File: config.mk
export PLATFORM = sky130hd
export DESIGN_NAME = i2c_byte_master
export DESIGN_NICKNAME = d
export VERILOG_FILES = /design/src/rtl/i2c_bm_pkg.sv /design/src/rtl/i2c_bm_rst_sync.sv /design/src/rtl/i2c_bm_regs.sv /design/src/rtl/i2c_bm_seq.sv /design/src/rtl/i2c_byte_master.sv
export SDC_FILE = /design/constraint.sdc
export NUM_CORES = 1
export LEC_CHECK = 0
export ABC_CLOCK_PERIOD_IN_PS = 1700
export BUFFER_PORTS_ARGS = -buffer_cell sky130_fd_sc_hd__buf_2
export CAP_MARGIN = 20
export CORE_UTILIZATION = 54
export DETAILED_ROUTE_END_ITERATION = 6
export PLACE_DENSITY = 0.79
export SLEW_MARGIN = 30
export SYNTH_ARGS = -nofsm -noshare
export SYNTH_HDL_FRONTEND = slang
export SYNTH_SLANG_ARGS = --single-unit
export TNS_END_PERCENT = 1
File: constraint.sdc
create_clock -name clk -period 1.7 [get_ports clk]
set_input_delay 0.255 -clock clk [delete_from_list [all_inputs] [get_ports clk]]
set_output_delay 0.255 -clock clk [all_outputs]
set_load 0.02 [all_outputs]
File: src/rtl/i2c_bm_pkg.sv
package i2c_bm_pkg;
  localparam int BYTE_W = 8;
  localparam int ADDR_W = 8;
  localparam int OWN_W  = BYTE_W - 1;

  typedef enum logic [1:0] {
    OP_START = 2'd0,
    OP_STOP  = 2'd1,
    OP_WRITE = 2'd2,
    OP_READ  = 2'd3
  } op_e;

  localparam logic [ADDR_W-1:0] OFS_CTRL = 8'h00;
  localparam logic [ADDR_W-1:0] OFS_STAT = 8'h04;
  localparam logic [ADDR_W-1:0] OFS_OWN  = 8'h08;
  localparam logic [ADDR_W-1:0] OFS_DATA = 8'h0C;

  localparam int CB_ACKEN = 7;
  localparam int CB_IRQEN = 5;
  localparam int CB_PEND  = 4;

  localparam int SB_MASTER = 7;
  localparam int SB_TX     = 6;
  localparam int SB_START  = 5;
  localparam int SB_EN     = 4;
  localparam int SB_NACK   = 0;
endpackage

File: src/rtl/i2c_bm_rst_sync.sv
module i2c_bm_rst_sync #(
  parameter int STAGES = 2
) (
  input  logic clk,
  input  logic rst_n_in,
  output logic rst_n_out
);
  logic [STAGES-1:0] sync_q;

  always_ff @(posedge clk or negedge rst_n_in) begin
    if (!rst_n_in) sync_q <= '0;
    else           sync_q <= {sync_q[STAGES-2:0], 1'b1};
  end

  assign rst_n_out = sync_q[STAGES-1];
endmodule

File: src/rtl/i2c_bm_regs.sv
module i2c_bm_regs
  import i2c_bm_pkg::*;
(
  input  logic              clk,
  input  logic              rst_n,
  input  logic              wr,
  input  logic [ADDR_W-1:0] addr,
  input  logic [BYTE_W-1:0] wdata,
  output logic [BYTE_W-1:0] rdata,
  output logic              kick,
  output logic [BYTE_W-1:0] ctrl_o,
  output logic [BYTE_W-1:0] stat_o,
  output logic [BYTE_W-1:0] data_o,
  output logic              busy_o,
  output logic              armed_o,
  input  logic              take,
  input  logic              take_start,
  input  logic              fin_valid,
  input  logic              fin_stop,
  input  logic              fin_nack,
  input  logic              fin_read,
  input  logic [BYTE_W-1:0] fin_byte
);
  logic [BYTE_W-1:0] ctrl_q, ctrl_d;
  logic [BYTE_W-1:0] stat_q, stat_d;
  logic [BYTE_W-1:0] data_q, data_d;
  logic [OWN_W-1:0]  own_q, own_d;
  logic              busy_q, busy_d;
  logic              armed_q, armed_d;
  logic              upd_en;

  // Next-state logic: register writes first, then sequencer updates override.
  always_comb begin
    ctrl_d  = ctrl_q;
    stat_d  = stat_q;
    data_d  = data_q;
    own_d   = own_q;
    busy_d  = busy_q;
    armed_d = armed_q;
    kick    = 1'b0;
    if (wr) begin
      case (addr)
        OFS_CTRL: begin
          ctrl_d          = wdata;
          ctrl_d[CB_PEND] = ctrl_q[CB_PEND] & wdata[CB_PEND];
          kick            = busy_q | ~ctrl_d[CB_PEND];
        end
        OFS_STAT: begin
          stat_d = {wdata[BYTE_W-1:4], stat_q[3:0]};
          if (wdata[SB_START]) armed_d = 1'b1;
          kick = 1'b1;
        end
        OFS_OWN:  own_d = wdata[OWN_W-1:0];
        OFS_DATA: begin
          data_d = wdata;
          busy_d = 1'b1;
        end
        default: ;
      endcase
    end
    if (take) begin
      armed_d = 1'b0;
      if (take_start) busy_d = 1'b1;
    end
    if (fin_valid) begin
      if (fin_stop) begin
        busy_d = 1'b0;
      end else begin
        stat_d[SB_NACK] = fin_nack;
        if (fin_nack) busy_d = 1'b0;
        if (fin_read) data_d = fin_byte;
        ctrl_d[CB_PEND] = 1'b1;
      end
    end
  end

  assign upd_en = wr | take | fin_valid;

  always_ff @(posedge clk or negedge rst_n) begin
    if (!rst_n) begin
      ctrl_q  <= '0;
      stat_q  <= '0;
      data_q  <= '0;
      own_q   <= '0;
      busy_q  <= 1'b0;
      armed_q <= 1'b0;
    end else if (upd_en) begin
      ctrl_q  <= ctrl_d;
      stat_q  <= stat_d;
      data_q  <= data_d;
      own_q   <= own_d;
      busy_q  <= busy_d;
      armed_q <= armed_d;
    end
  end

  always_comb begin
    case (addr)
      OFS_CTRL: rdata = ctrl_q;
      OFS_STAT: begin
        rdata           = stat_q;
        rdata[SB_START] = 1'b0;
      end
      OFS_OWN:  rdata = {1'b0, own_q};
      OFS_DATA: rdata = data_q;
      default:  rdata = '0;
    endcase
  end

  assign ctrl_o  = ctrl_q;
  assign stat_o  = stat_q;
  assign data_o  = data_q;
  assign busy_o  = busy_q;
  assign armed_o = armed_q;

  assert_pend_from_byte_R8: assert property (@(posedge clk) disable iff (!rst_n)
    $rose(ctrl_q[CB_PEND]) |-> $past(fin_valid && !fin_stop));

  assert_stat_low_kept_R4: assert property (@(posedge clk) disable iff (!rst_n)
    (wr && addr == OFS_STAT && !fin_valid) |=> (stat_q[3:0] == $past(stat_q[3:0])));

  assert_stop_no_pend_R10: assert property (@(posedge clk) disable iff (!rst_n)
    (fin_valid && fin_stop && !ctrl_q[CB_PEND]) |=> !ctrl_q[CB_PEND]);
endmodule

File: src/rtl/i2c_bm_seq.sv
module i2c_bm_seq
  import i2c_bm_pkg::*;
(
  input  logic              clk,
  input  logic              rst_n,
  input  logic              kick,
  input  logic [BYTE_W-1:0] ctrl_i,
  input  logic [BYTE_W-1:0] stat_i,
  input  logic [BYTE_W-1:0] data_i,
  input  logic              busy_i,
  input  logic              armed_i,
  output logic              take,
  output logic              take_start,
  output logic              req_valid,
  output logic [1:0]        req_op,
  output logic [BYTE_W-1:0] req_byte,
  output logic              req_ack_en,
  input  logic              resp_valid,
  input  logic              resp_ack,
  input  logic [BYTE_W-1:0] resp_byte,
  output logic              fin_valid,
  output logic              fin_stop,
  output logic              fin_nack,
  output logic              fin_read,
  output logic [BYTE_W-1:0] fin_byte
);
  logic              kick_q;
  logic              wait_q, wait_d;
  op_e               op_q, op_sel;
  logic [BYTE_W-1:0] byte_sel;
  logic              master, eligible, start, go;

  always_comb begin
    master   = stat_i[SB_MASTER] & stat_i[SB_EN];
    eligible = kick_q & ~wait_q & ~ctrl_i[CB_PEND] & master;
    start    = armed_i & stat_i[SB_START];
    go       = eligible & (busy_i | start);
    if (start) begin
      op_sel   = OP_START;
      byte_sel = {data_i[BYTE_W-1:1], ~stat_i[SB_TX]};
    end else begin
      byte_sel = data_i;
      if (!stat_i[SB_START])  op_sel = OP_STOP;
      else if (stat_i[SB_TX]) op_sel = OP_WRITE;
      else                    op_sel = OP_READ;
    end
    fin_valid = wait_q & resp_valid;
    fin_stop  = (op_q == OP_STOP);
    fin_read  = (op_q == OP_READ);
    fin_nack  = ~resp_ack;
    fin_byte  = resp_byte;
    wait_d    = wait_q;
    if (go)             wait_d = 1'b1;
    else if (fin_valid) wait_d = 1'b0;
  end

  assign take       = eligible;
  assign take_start = eligible & start;

  always_ff @(posedge clk or negedge rst_n) begin
    if (!rst_n) begin
      kick_q    <= 1'b0;
      wait_q    <= 1'b0;
      req_valid <= 1'b0;
    end else begin
      kick_q    <= kick;
      wait_q    <= wait_d;
      req_valid <= go;
    end
  end

  always_ff @(posedge clk or negedge rst_n) begin
    if (!rst_n) begin
      op_q       <= OP_START;
      req_byte   <= '0;
      req_ack_en <= 1'b0;
    end else if (go) begin
      op_q       <= op_sel;
      req_byte   <= byte_sel;
      req_ack_en <= ctrl_i[CB_ACKEN];
    end
  end

  assign req_op = op_q;

  assert_req_single_pulse_R11: assert property (@(posedge clk) disable iff (!rst_n)
    req_valid |=> !req_valid);

  assert_req_needs_clear_R11: assert property (@(posedge clk) disable iff (!rst_n)
    req_valid |-> $past(!ctrl_i[CB_PEND] && stat_i[SB_MASTER] && stat_i[SB_EN]));
endmodule

File: src/rtl/i2c_byte_master.sv
module i2c_byte_master
  import i2c_bm_pkg::*;
#(
  parameter int RST_STAGES = 2
) (
  input  logic              clk,
  input  logic              rst_n,
  input  logic              bus_wr,
  input  logic [ADDR_W-1:0] bus_addr,
  input  logic [BYTE_W-1:0] bus_wdata,
  output logic [BYTE_W-1:0] bus_rdata,
  output logic              irq,
  output logic              eng_req_valid,
  output logic [1:0]        eng_req_op,
  output logic [BYTE_W-1:0] eng_req_byte,
  output logic              eng_req_ack_en,
  input  logic              eng_resp_valid,
  input  logic              eng_resp_ack,
  input  logic [BYTE_W-1:0] eng_resp_byte
);
  logic              rst_n_s;
  logic              kick, take, take_start;
  logic [BYTE_W-1:0] ctrl, stat, data, fin_byte;
  logic              busy, armed;
  logic              fin_valid, fin_stop, fin_nack, fin_read;

  i2c_bm_rst_sync #(.STAGES(RST_STAGES)) u_rst (
    .clk(clk), .rst_n_in(rst_n), .rst_n_out(rst_n_s)
  );

  i2c_bm_regs u_regs (
    .clk(clk), .rst_n(rst_n_s), .wr(bus_wr), .addr(bus_addr), .wdata(bus_wdata),
    .rdata(bus_rdata), .kick(kick), .ctrl_o(ctrl), .stat_o(stat), .data_o(data),
    .busy_o(busy), .armed_o(armed), .take(take), .take_start(take_start),
    .fin_valid(fin_valid), .fin_stop(fin_stop), .fin_nack(fin_nack),
    .fin_read(fin_read), .fin_byte(fin_byte)
  );

  i2c_bm_seq u_seq (
    .clk(clk), .rst_n(rst_n_s), .kick(kick), .ctrl_i(ctrl), .stat_i(stat),
    .data_i(data), .busy_i(busy), .armed_i(armed), .take(take),
    .take_start(take_start), .req_valid(eng_req_valid), .req_op(eng_req_op),
    .req_byte(eng_req_byte), .req_ack_en(eng_req_ack_en),
    .resp_valid(eng_resp_valid), .resp_ack(eng_resp_ack), .resp_byte(eng_resp_byte),
    .fin_valid(fin_valid), .fin_stop(fin_stop), .fin_nack(fin_nack),
    .fin_read(fin_read), .fin_byte(fin_byte)
  );

  assign irq = ctrl[CB_PEND] & ctrl[CB_IRQEN];
endmodule

==> results of run 1 <==
## worst reg2reg max path, delay by kind of cell, from the launching register on
kind,cells,cell delay [ns]
flops,1,0.40
buf+inv,2,0.36
mux,1,0.29
simple gates,2,0.41
## synth_stat cells, types with 3 or more instances
| master | instances |
|---|---|
| mux4_2 | 3 |
| dfrtp_1 | 46 |
| nand4_1 | 3 |
| mux2_2 | 26 |
| nor2_1 | 16 |
| a31oi_1 | 10 |
| and3_1 | 3 |
| a41oi_1 | 3 |
| o31ai_1 | 8 |
| clkbuf_1 | 7 |
| or4_1 | 8 |
| a22oi_1 | 4 |
| nand3_1 | 3 |
| mux2_4 | 7 |
| inv_1 | 10 |
## area by class of cell
| type | instances | area [µm²] | area share, % |
|---|---|---|---|
| clock buffers | 6 | 82.58 | 2.837 |
| clock inverters | 2 | 12.51 | 0.4299 |
| inverters | 10 | 37.54 | 1.290 |
| multi-input cells | 121 | 1056 | 36.29 |
| flip-flops and latches | 46 | 1152 | 39.60 |
| well taps | 50 | 62.56 | 2.150 |
| repair buffers | 79 | 506.7 | 17.41 |
## power by group through the flow
stage                     clock network [µW]  logic [µW]  registers, µW
after floorplan                            0         108           1190
after global placement                     0         203           1200
after detailed placement                   0         209           1200
after CTS                                704         234           1170
after global routing                     755         261           1180
final                                    695         240           1170
## registers in the layout, indices dropped and copies added, names as in the netlist
| signal | cells |
|---|---|
| u_seq.wait_q | 1 |
| u_seq.req_ack_en | 1 |
| u_regs.ctrl_o | 8 |
| u_seq.kick_q | 1 |
| u_rst.sync_q | 2 |
| u_seq.req_valid | 1 |
| u_regs.armed_o | 1 |
| u_regs.stat_o | 5 |
| u_regs.busy_o | 1 |
| u_regs.own_q | 7 |
| u_regs.data_o | 8 |
| u_seq.req_byte | 8 |
| u_seq.req_op | 2 |
## worst max-delay path by stage
stage                       end  slack (ns)  cells past startpoint
2_1_floorplan   u_regs.own_q[0]       -0.25                      5
3_3_place_gp    u_regs.own_q[3]       -0.23                      4
3_5_place_dp   u_regs.ctrl_o[5]       -0.27                      6
4_1_cts            bus_rdata[4]       -0.03                      3
5_1_grt            bus_rdata[4]       -0.06                      3
6_report           bus_rdata[4]       -0.04                      3
## stage by stage
step | setup WS, ns | util [%]
after CTS | -0.02952 | 71.71
after floorplan | -0.2460 | -
after detailed placement | -0.2699 | 66.80
final | -0.03681 | 72.24
after global placement | -0.2332 | 66.80
after global routing | -0.06302 | 72.24
## timing repair
action,in CTS,in global routing
resized for setup,10,3
pin swaps,3,0
hold buffers,1,0
endpoints found under the setup margin,3,18
endpoints found under the hold margin,2,0
buffers inserted,7,1
## cells by family (layout without fill, tap and decap cells)
group	after synthesis	after routing	synth area share, %
other	1	1	0.1652
DFF	46	46	50.72
and+or+nand+nor	50	50	13.73
AOI/OAI and AO/OA	33	33	10.25
muxes	37	37	20.95
buffers and inverters	21	97	4.190
## routing by layer
metal  wire, µm  vias up  GRT usage, %  part of all wire (%)
met5          0        -             0                     0
met2       2583       76         43.31                    48
met3        320        5         3.938                   6.0
met4         46        0         7.447                  0.86
li1           -      849             -                     -
met1       2418      876         36.97                    45
==> metrics.txt, run 1 <==
status finished with violations; failing checks negative setup slack; first drt pass iteration count 4; Max VDD drop 0.4223 mV; NetSw 520.1 µW; launch point of the critical path u_regs.data_o[4]; clk root buf clkbuf_8; Final Skew between 0.006 and 0.007 ns; core area 0.004029 mm²; final wirelength 5367 µm; final setup TNS -0.06394 ns; Final Hold Violating Endpoints 0; Synth Flop Type dfrtp_1; starting density of the core between 50% and 60%; ys async rst share 100.0%; chip width around 67 µm; post-route setup slack -0.03681 ns; Rows 23; CP Class reg2out; internal power 1587 µW; Comb pwr share 11.4%; sw frac 24.68%; gr usage total between 20% and 30%; first-pass GRT wire length about 8500 µm; crit path DAT 1.48 ns; HP Class reg2async; final instance area 0.002910 mm²; antenna violations before repair 0; Area growth, synth to finish 28.22%; ANT cells 0; DP Wirelength 3858 µm; clock buffer depth 2; Area after DPL 0.002691 mm²; Min Hold Slack 0.1747 ns; fin nets between 200 and 300; CTS tree yes; dominant cell type by area after synthesis dfrtp_1; largest net degree at the start of global routing 32; static leakage 0.001483 µW; H-tree depth 2; synthesized area per cell about 12 µm²; Reg clk slew, reported paths 0.08 ns; Top delay family on crit path multiplexers; final period utilization 102.2%; critical path's largest stage delay 0.47 ns; CTS Sinks 46; post-layout min period 1.737 ns; FF-to-FF setup slack around 0.14 ns; Cell Area, Synth ~0.0023 mm²; Power per Cell Area 724.0 mW/mm²; share of layout cells above drive strength 1 50.38%; GRT overflow 0; Clk pwr share about 33%; ANT nets after route 0; maximum fanout along the worst path 3; Buf+Inv Stages, Crit Path 1; Placed Instances ~300; Worst Reg-to-Reg Cells 5; Synth area leaders dfrtp_1, mux2_2, mux2_4; I/O pin total 50; EDFF count, synth 0; nature of the critical path endpoint output pin; worst-skew pair later-pin latency roughly 0.3 ns; Worst Path Required between 1 and 1.5 ns; unrepaired setup endpoints after global routing yes; DIE AREA 0.004466 mm²; Slew Limit Fails 0; Seq pwr share 55.6%; die height ~67 µm; Syn Nets about 220; count of yosys warnings during synthesis 0; DRC violations left 0; # setup viols final 3; number of vias per cell 5.752; R2R Path Start u_regs.ctrl_o[4]; post-synthesis cell type count 40; #FFs+latches synth 46; Num CTS Buffers 5; Max Cap Viol 0; sequential-to-total area share from yosys stat 50.72%; crit-path cells mux4_2, and3_4, buf_6; R2R Path End u_seq.req_byte[2]; vias in the first global route between 1.5k and 2k; Filler Cell Count a little over 300; Worst path slowest cell mux4_2; Peak Freq 575.8 MHz; count of input and output buffers 49; Non-Filler Instances 314; Routability Congestion 0.8031; Worst setup SP type flip-flop; Final Power 2107 µW; via count roughly 1.8k; commonest non-fill, non-tap cells in the layout buf_2, dfrtp_1, buf_4, mux2_2, nor2_1; Yosys top cell area share 50.72%; DR WL/cell approximately 17 µm; Cells after Synth about 190; initial DRC count 134
(Power assumes the default switching activity.)
==> run 2, diff against run 1 <==
--- a/config.mk
+++ b/config.mk
@@ -5,7 +5,7 @@
 export SDC_FILE = /design/constraint.sdc
 export NUM_CORES = 1
 export LEC_CHECK = 0
-export ABC_CLOCK_PERIOD_IN_PS = 1700
+export ABC_CLOCK_PERIOD_IN_PS = 1800
 export BUFFER_PORTS_ARGS = -buffer_cell sky130_fd_sc_hd__buf_2
 export CAP_MARGIN = 20
 export CORE_UTILIZATION = 54
==> constraint.sdc (replaced) <==
create_clock -name clk -period 1.8 [get_ports clk]
set_input_delay 0.27 -clock clk [delete_from_list [all_inputs] [get_ports clk]]
set_output_delay 0.27 -clock clk [all_outputs]
set_load 0.02 [all_outputs]
==> metrics.txt, run 2 (synthesis gave the netlist of run 1 again) <==
status completed; relative slew slack a little under three fifths; Final Hold Violating Endpoints 0; maximum fanout along the worst path 3; HP Start eng_resp_ack; Worst Path Required 1.53 ns; worst-margin pin slew 0.6650 ns; commonest non-fill, non-tap cells in the layout buf_2, dfrtp_1, mux2_2, buf_4, nor2_1; unrepaired setup endpoints after global routing yes; critical path's largest stage delay 0.48 ns; crit path DAT between 1.5 and 2 ns; CTS Sinks 46; static leakage roughly 0.0015 µW; post-route setup slack just under 0.003 ns; HP Class in2reg; die height 66.83 µm; first drt pass iteration count 4; via count 1802; Routability Congestion 0.8235; ANT nets after route 0; I/O pin total 50; Worst Reg-to-Reg Cells 5; CP Class reg2out; Slew Limit Fails 0; H-tree depth 2; Peak Freq 556.5 MHz; gr usage total 26.08%; Max Cap Viol 0; number of vias per cell 5.851; end of the worst hold path u_regs.stat_o[0]; Final Core Density 70.31%; Power per Cell Area 679.5 mW/mm²; DP Wirelength between 3000 and 4000 µm; core area around 0.0040 mm²; DRC violations left 0; CTS tree yes; Reg clk slew, reported paths 0.08 ns; Buf+Inv Stages, Crit Path 1; Area growth, synth to finish 24.81%; clock buffer depth 2; ANT cells 0; final period utilization 99.83%; worst-skew pair later-pin latency 0.30 ns; Filler Cell Count 311; count of input and output buffers 49; FF-to-FF setup slack 0.19 ns; clk root buf clkbuf_8; commonest non-fill, non-tap cell in the layout buf_2; post-layout min period 1.797 ns; Min-Delay Path Depth 2; starting density of the core 56.34%; Worst path slowest cell mux4_2; R2R Path Start u_regs.ctrl_o[4]; Num CTS Buffers 5; DR WL/cell 17.01 µm; fin nets 286; Final Skew 0.007141 ns; final wirelength 5240 µm; Max VDD drop 0.4195 mV; largest net degree at the start of global routing 32; R2R Path End u_seq.req_byte[2]; nature of the critical path endpoint output pin; chip width 66.83 µm; worst slack, placed -0.1633 ns; Worst setup SP type flip-flop; antenna violations before repair 0; share of layout cells above drive strength 1 47.29%; Top delay family on crit path multiplexers; initial DRC count 113; vias in the first global route between 1.5k and 2k; crit-path cells mux4_2, and3_1, buf_2; GRT overflow 0; # setup viols final 0; DIE AREA 0.004466 mm²; first-pass GRT wire length 8438 µm; Rows 23
==> run 2: cell count changes in the layout (fill, tap and decap cells not counted), moves of 2 or more <==
cell      before  now
buf_4         28   21
buf_2         45   48
clkbuf_1       0    3
and3_1         0    2
and3_4         3    1
buf_6          3    1
==> run 2: per-layer routing <==
| layer | part of all wire [%] | global-route usage (%) | vias up |
|---|---|---|---|
| met2 | 48 | 43.31 | 63 |
| li1 | - | - | 841 |
| met5 | 0 | 0 | - |
| met1 | 46 | 33.52 | 884 |
| met3 | 4.1 | 5.993 | 14 |
| met4 | 2.0 | 8.245 | 0 |
==> run 2: through the flow <==
step             TNS (ns)  total power [µW]  hold WS, ns  cell area, µm²  std cells
3_5_place_dp       -3.302              1328      0.05622            2696        296
3_3_place_gp       -2.737              1320      0.05649            2696        296
2_1_floorplan      -1.136              1226     -0.02559            2270        188
5_1_grt          -0.07372              2001       0.2087            2833        308
4_1_cts        -0.0006126              1924       0.2100            2809        308
6_report                0              1925       0.2090            2833        308
==> run 2: cell type report <==
class / instances / area, µm² / share of cell area, %
multi-input combinational: 121 / 1041 / 36.75
sequential: 46 / 1152 / 40.68
inverter: 10 / 37.54 / 1.325
clock buffer: 8 / 80.08 / 2.827
timing repair buffer: 73 / 459.2 / 16.21
tap: 50 / 62.56 / 2.208
==> run 2: report_power, final <==
group / switching (µW) / internal [µW] / leakage [µW]
Clock: 328 / 276 / 0.0000395
Combinational: 97.2 / 109 / 0.000788
Sequential: 43.7 / 1070 / 0.000627
==> run 2: worst max path at each step <==
stage                     start                to  slack [ns]  cells after the start
6_report       u_regs.data_o[0]      bus_rdata[0]       0.003                      3
5_1_grt        u_regs.stat_o[6]      bus_rdata[6]       -0.04                      3
4_1_cts        u_regs.data_o[0]      bus_rdata[0]     -0.0006                      3
3_5_place_dp        bus_addr[1]  u_regs.data_o[5]       -0.16                      6
3_3_place_gp        bus_addr[1]   u_regs.own_q[3]       -0.13                      4
2_1_floorplan       bus_addr[1]   u_regs.own_q[0]       -0.16                      5
==> run 2: what timing repair did <==
| item | in CTS | in global routing |
|---|---|---|
| endpoints found under the setup margin | 2 | 19 |
| setup buffers | 3 | 0 |
| endpoints found under the hold margin | 2 | 0 |
| hold buffers | 1 | 0 |
| gates resized for setup | 0 | 5 |
| pin swaps | 0 | 1 |
==> run 3, diff against run 2 <==
--- a/config.mk
+++ b/config.mk
@@ -5,12 +5,13 @@
 export SDC_FILE = /design/constraint.sdc
 export NUM_CORES = 1
 export LEC_CHECK = 0
+export ABC_AREA = 1
 export ABC_CLOCK_PERIOD_IN_PS = 1800
 export BUFFER_PORTS_ARGS = -buffer_cell sky130_fd_sc_hd__buf_2
 export CAP_MARGIN = 20
-export CORE_UTILIZATION = 54
+export CORE_UTILIZATION = 53
 export DETAILED_ROUTE_END_ITERATION = 6
-export PLACE_DENSITY = 0.79
+export PLACE_DENSITY = 0.78
 export SLEW_MARGIN = 30
 export SYNTH_ARGS = -nofsm -noshare
 export SYNTH_HDL_FRONTEND = slang
==> metrics.txt, run 3 <==
first drt pass iteration count 5; CTS Sinks 46; core area 0.004029 mm²; Sequential Area roughly 0.0012 mm²; final instance area 0.002678 mm²; grt met2 use a little under two fifths; antenna violations before repair 0; Routability Congestion 0.8582; Yosys top cell area share roughly 51%; DP Wirelength 3729 µm; final wirelength 4856 µm; count of yosys warnings during synthesis 0; largest net degree at the start of global routing 19; I/O pin total 50; Final Hold Violating Endpoints 0; H-tree depth 2; clock buffer depth 2; worst slack, placed about 0.17 ns; Filler Cell Count ~350; post-route setup slack roughly 0.16 ns; Buf+Inv Stages, Crit Path 3; number of vias per cell 5.210; Power per Cell Area 752.9 mW/mm²; clk root buf clkbuf_8; static leakage 0.001400 µW; synthesized area per cell between 8 and 9 µm²; starting density of the core between 50 and 60%; vias in the first global route 1710; CP Class in2out; ANT cells 0; Slew Limit Fails 0; postcts setup bufs 0; unrepaired setup endpoints after global routing no; fin nets 345; final period utilization 91.36%; Area after DPL 0.002559 mm²; gr usage total 24.64%; Worst path slowest cell o2111ai_1; post-layout min period 1.644 ns; area of the multi-input gates 912.1 µm²; dominant cell type by area after synthesis dfrtp_1; chip width around 67 µm; Area growth, synth to finish 19.55%; top cells by count, synth nand2_1, dfrtp_1, inv_1; Final Skew 0.006604 ns; ys async rst share 100.0%; critical path's largest stage delay around 0.28 ns; DIE AREA between 0.004 and 0.005 mm²; Reg clk slew, reported paths 0.09 ns; Max VDD drop about 0.52 mV; commonest non-fill, non-tap cell in the layout nand2_1; maximum fanout along the worst path 8; HP Class in2reg; ANT nets after route 0; GRT overflow 0; Worst setup SP type primary input; Top delay family on crit path simple AND/OR/NAND/NOR gates; crit path DAT between 1 and 1.5 ns; met1 global-route usage 34.21%; die height 67.01 µm; most frequent cell after synthesis nand2_1; nature of the critical path endpoint output pin; Cell Area, Synth 0.002240 mm²; first-pass GRT wire length 8004 µm; worst-skew pair later-pin latency 0.30 ns; status completed; Worst Path Required 1.53 ns; initial DRC count between 100 and 150; Synth Flop Type dfrtp_1; Final Power about 2000 µW; final setup TNS 0 ns; commonest non-fill, non-tap cells in the layout nand2_1, buf_2, dfrtp_1, inv_1, o21ai_0; DR WL/cell about 13 µm; Synth area leaders dfrtp_1, nand2_1, inv_1; share of layout cells above drive strength 1 roughly 29%; Cells after Synth 258; Min Hold Slack 0.1574 ns; crit-path cells buf_2, inv_1, nand2_1, nor2_1, nand2_1, o2111ai_1, buf_2; count of input and output buffers 49; M3 GR Usage 6.336%; DRC violations left 0; #FFs+latches synth 46; Rows 23; CTS tree yes; sequential-to-total area share from yosys stat 51.40%; post-synthesis cell type count 32; Num CTS Buffers 5; most used routing layer met2; via count 1912; Peak Freq 608.1 MHz; Max Cap Viol 0; Syn Nets 287; # setup viols final 0; EDFF count, synth 0
==> run 3: final timing paths <==
kind	startpoint	depth (start not counted)	slack (ns)	end
min reg2reg	u_rst.sync_q[1]	0	0.19	u_regs.own_q[4]
max	bus_addr[1]	7	0.16	bus_rdata[4]
max reg2reg	u_seq.wait_q	6	0.38	u_regs.data_o[0]
max in group asynchronous	u_rst.sync_q[1]	1	1.07	u_seq.kick_q
min	eng_resp_valid	2	0.16	u_seq.wait_q
min in group asynchronous	u_rst.sync_q[1]	0	0.19	u_regs.own_q[4]
==> run 3: through the flow <==
stage          cells  utilization, %
2_1_floorplan    258               -
3_3_place_gp     358           63.51
3_5_place_dp     358           63.51
4_1_cts          367           66.46
5_1_grt          367           66.46
6_report         367           66.46
==> run 3: where the power goes <==
group,total [µW],switching (µW),internal [µW]
Clock,755,346,409
Combinational,157,99.4,58.0
Sequential,1100,29.4,1070
==> run 3: repair_timing <==
item,CTS,global route
resized for setup,0,0
hold endpoints to repair,2,0
hold buffers,1,0
==> run 3: cell families (layout without fill, tap and decap cells) <==
kind of cell / Yosys count / count (layout) / share of synthesized area (%)
and+or+nand+nor: 119 / 119 / 25.14
AOI/OAI and AO/OA: 52 / 52 / 15.42
buffers and inverters: 40 / 99 / 7.877
DFF: 46 / 46 / 51.40
other: 1 / 1 / 0.1674
==> run 3: cell type report <==
| type | instances | area share, % |
|---|---|---|
| flip-flops and latches | 46 | 43.04 |
| clock buffers | 5 | 2.570 |
| well taps | 50 | 2.336 |
| clock inverters | 3 | 1.495 |
| inverters | 33 | 4.720 |
| multi-input cells | 172 | 34.07 |
| repair buffers | 58 | 11.78 |
==> run 3: worst reg2reg max path, stage by stage (launching register included) <==
cell	delay (ns)
dfrtp_1	0.43
nand2_1	0.09
inv_2	0.09
nand3_2	0.18
or2_2	0.33
o211ai_1	0.08
o21ai_0	0.10
==> run 3: per-layer routing <==
| layer | part of all wire [%] | up-vias | wire [µm] |
|---|---|---|---|
| met4 | 1.2 | 0 | 59 |
| met1 | 46 | 883 | 2235 |
| met2 | 47 | 61 | 2262 |
| met5 | 0 | - | 0 |
| li1 | - | 961 | - |
| met3 | 6.1 | 7 | 298 |
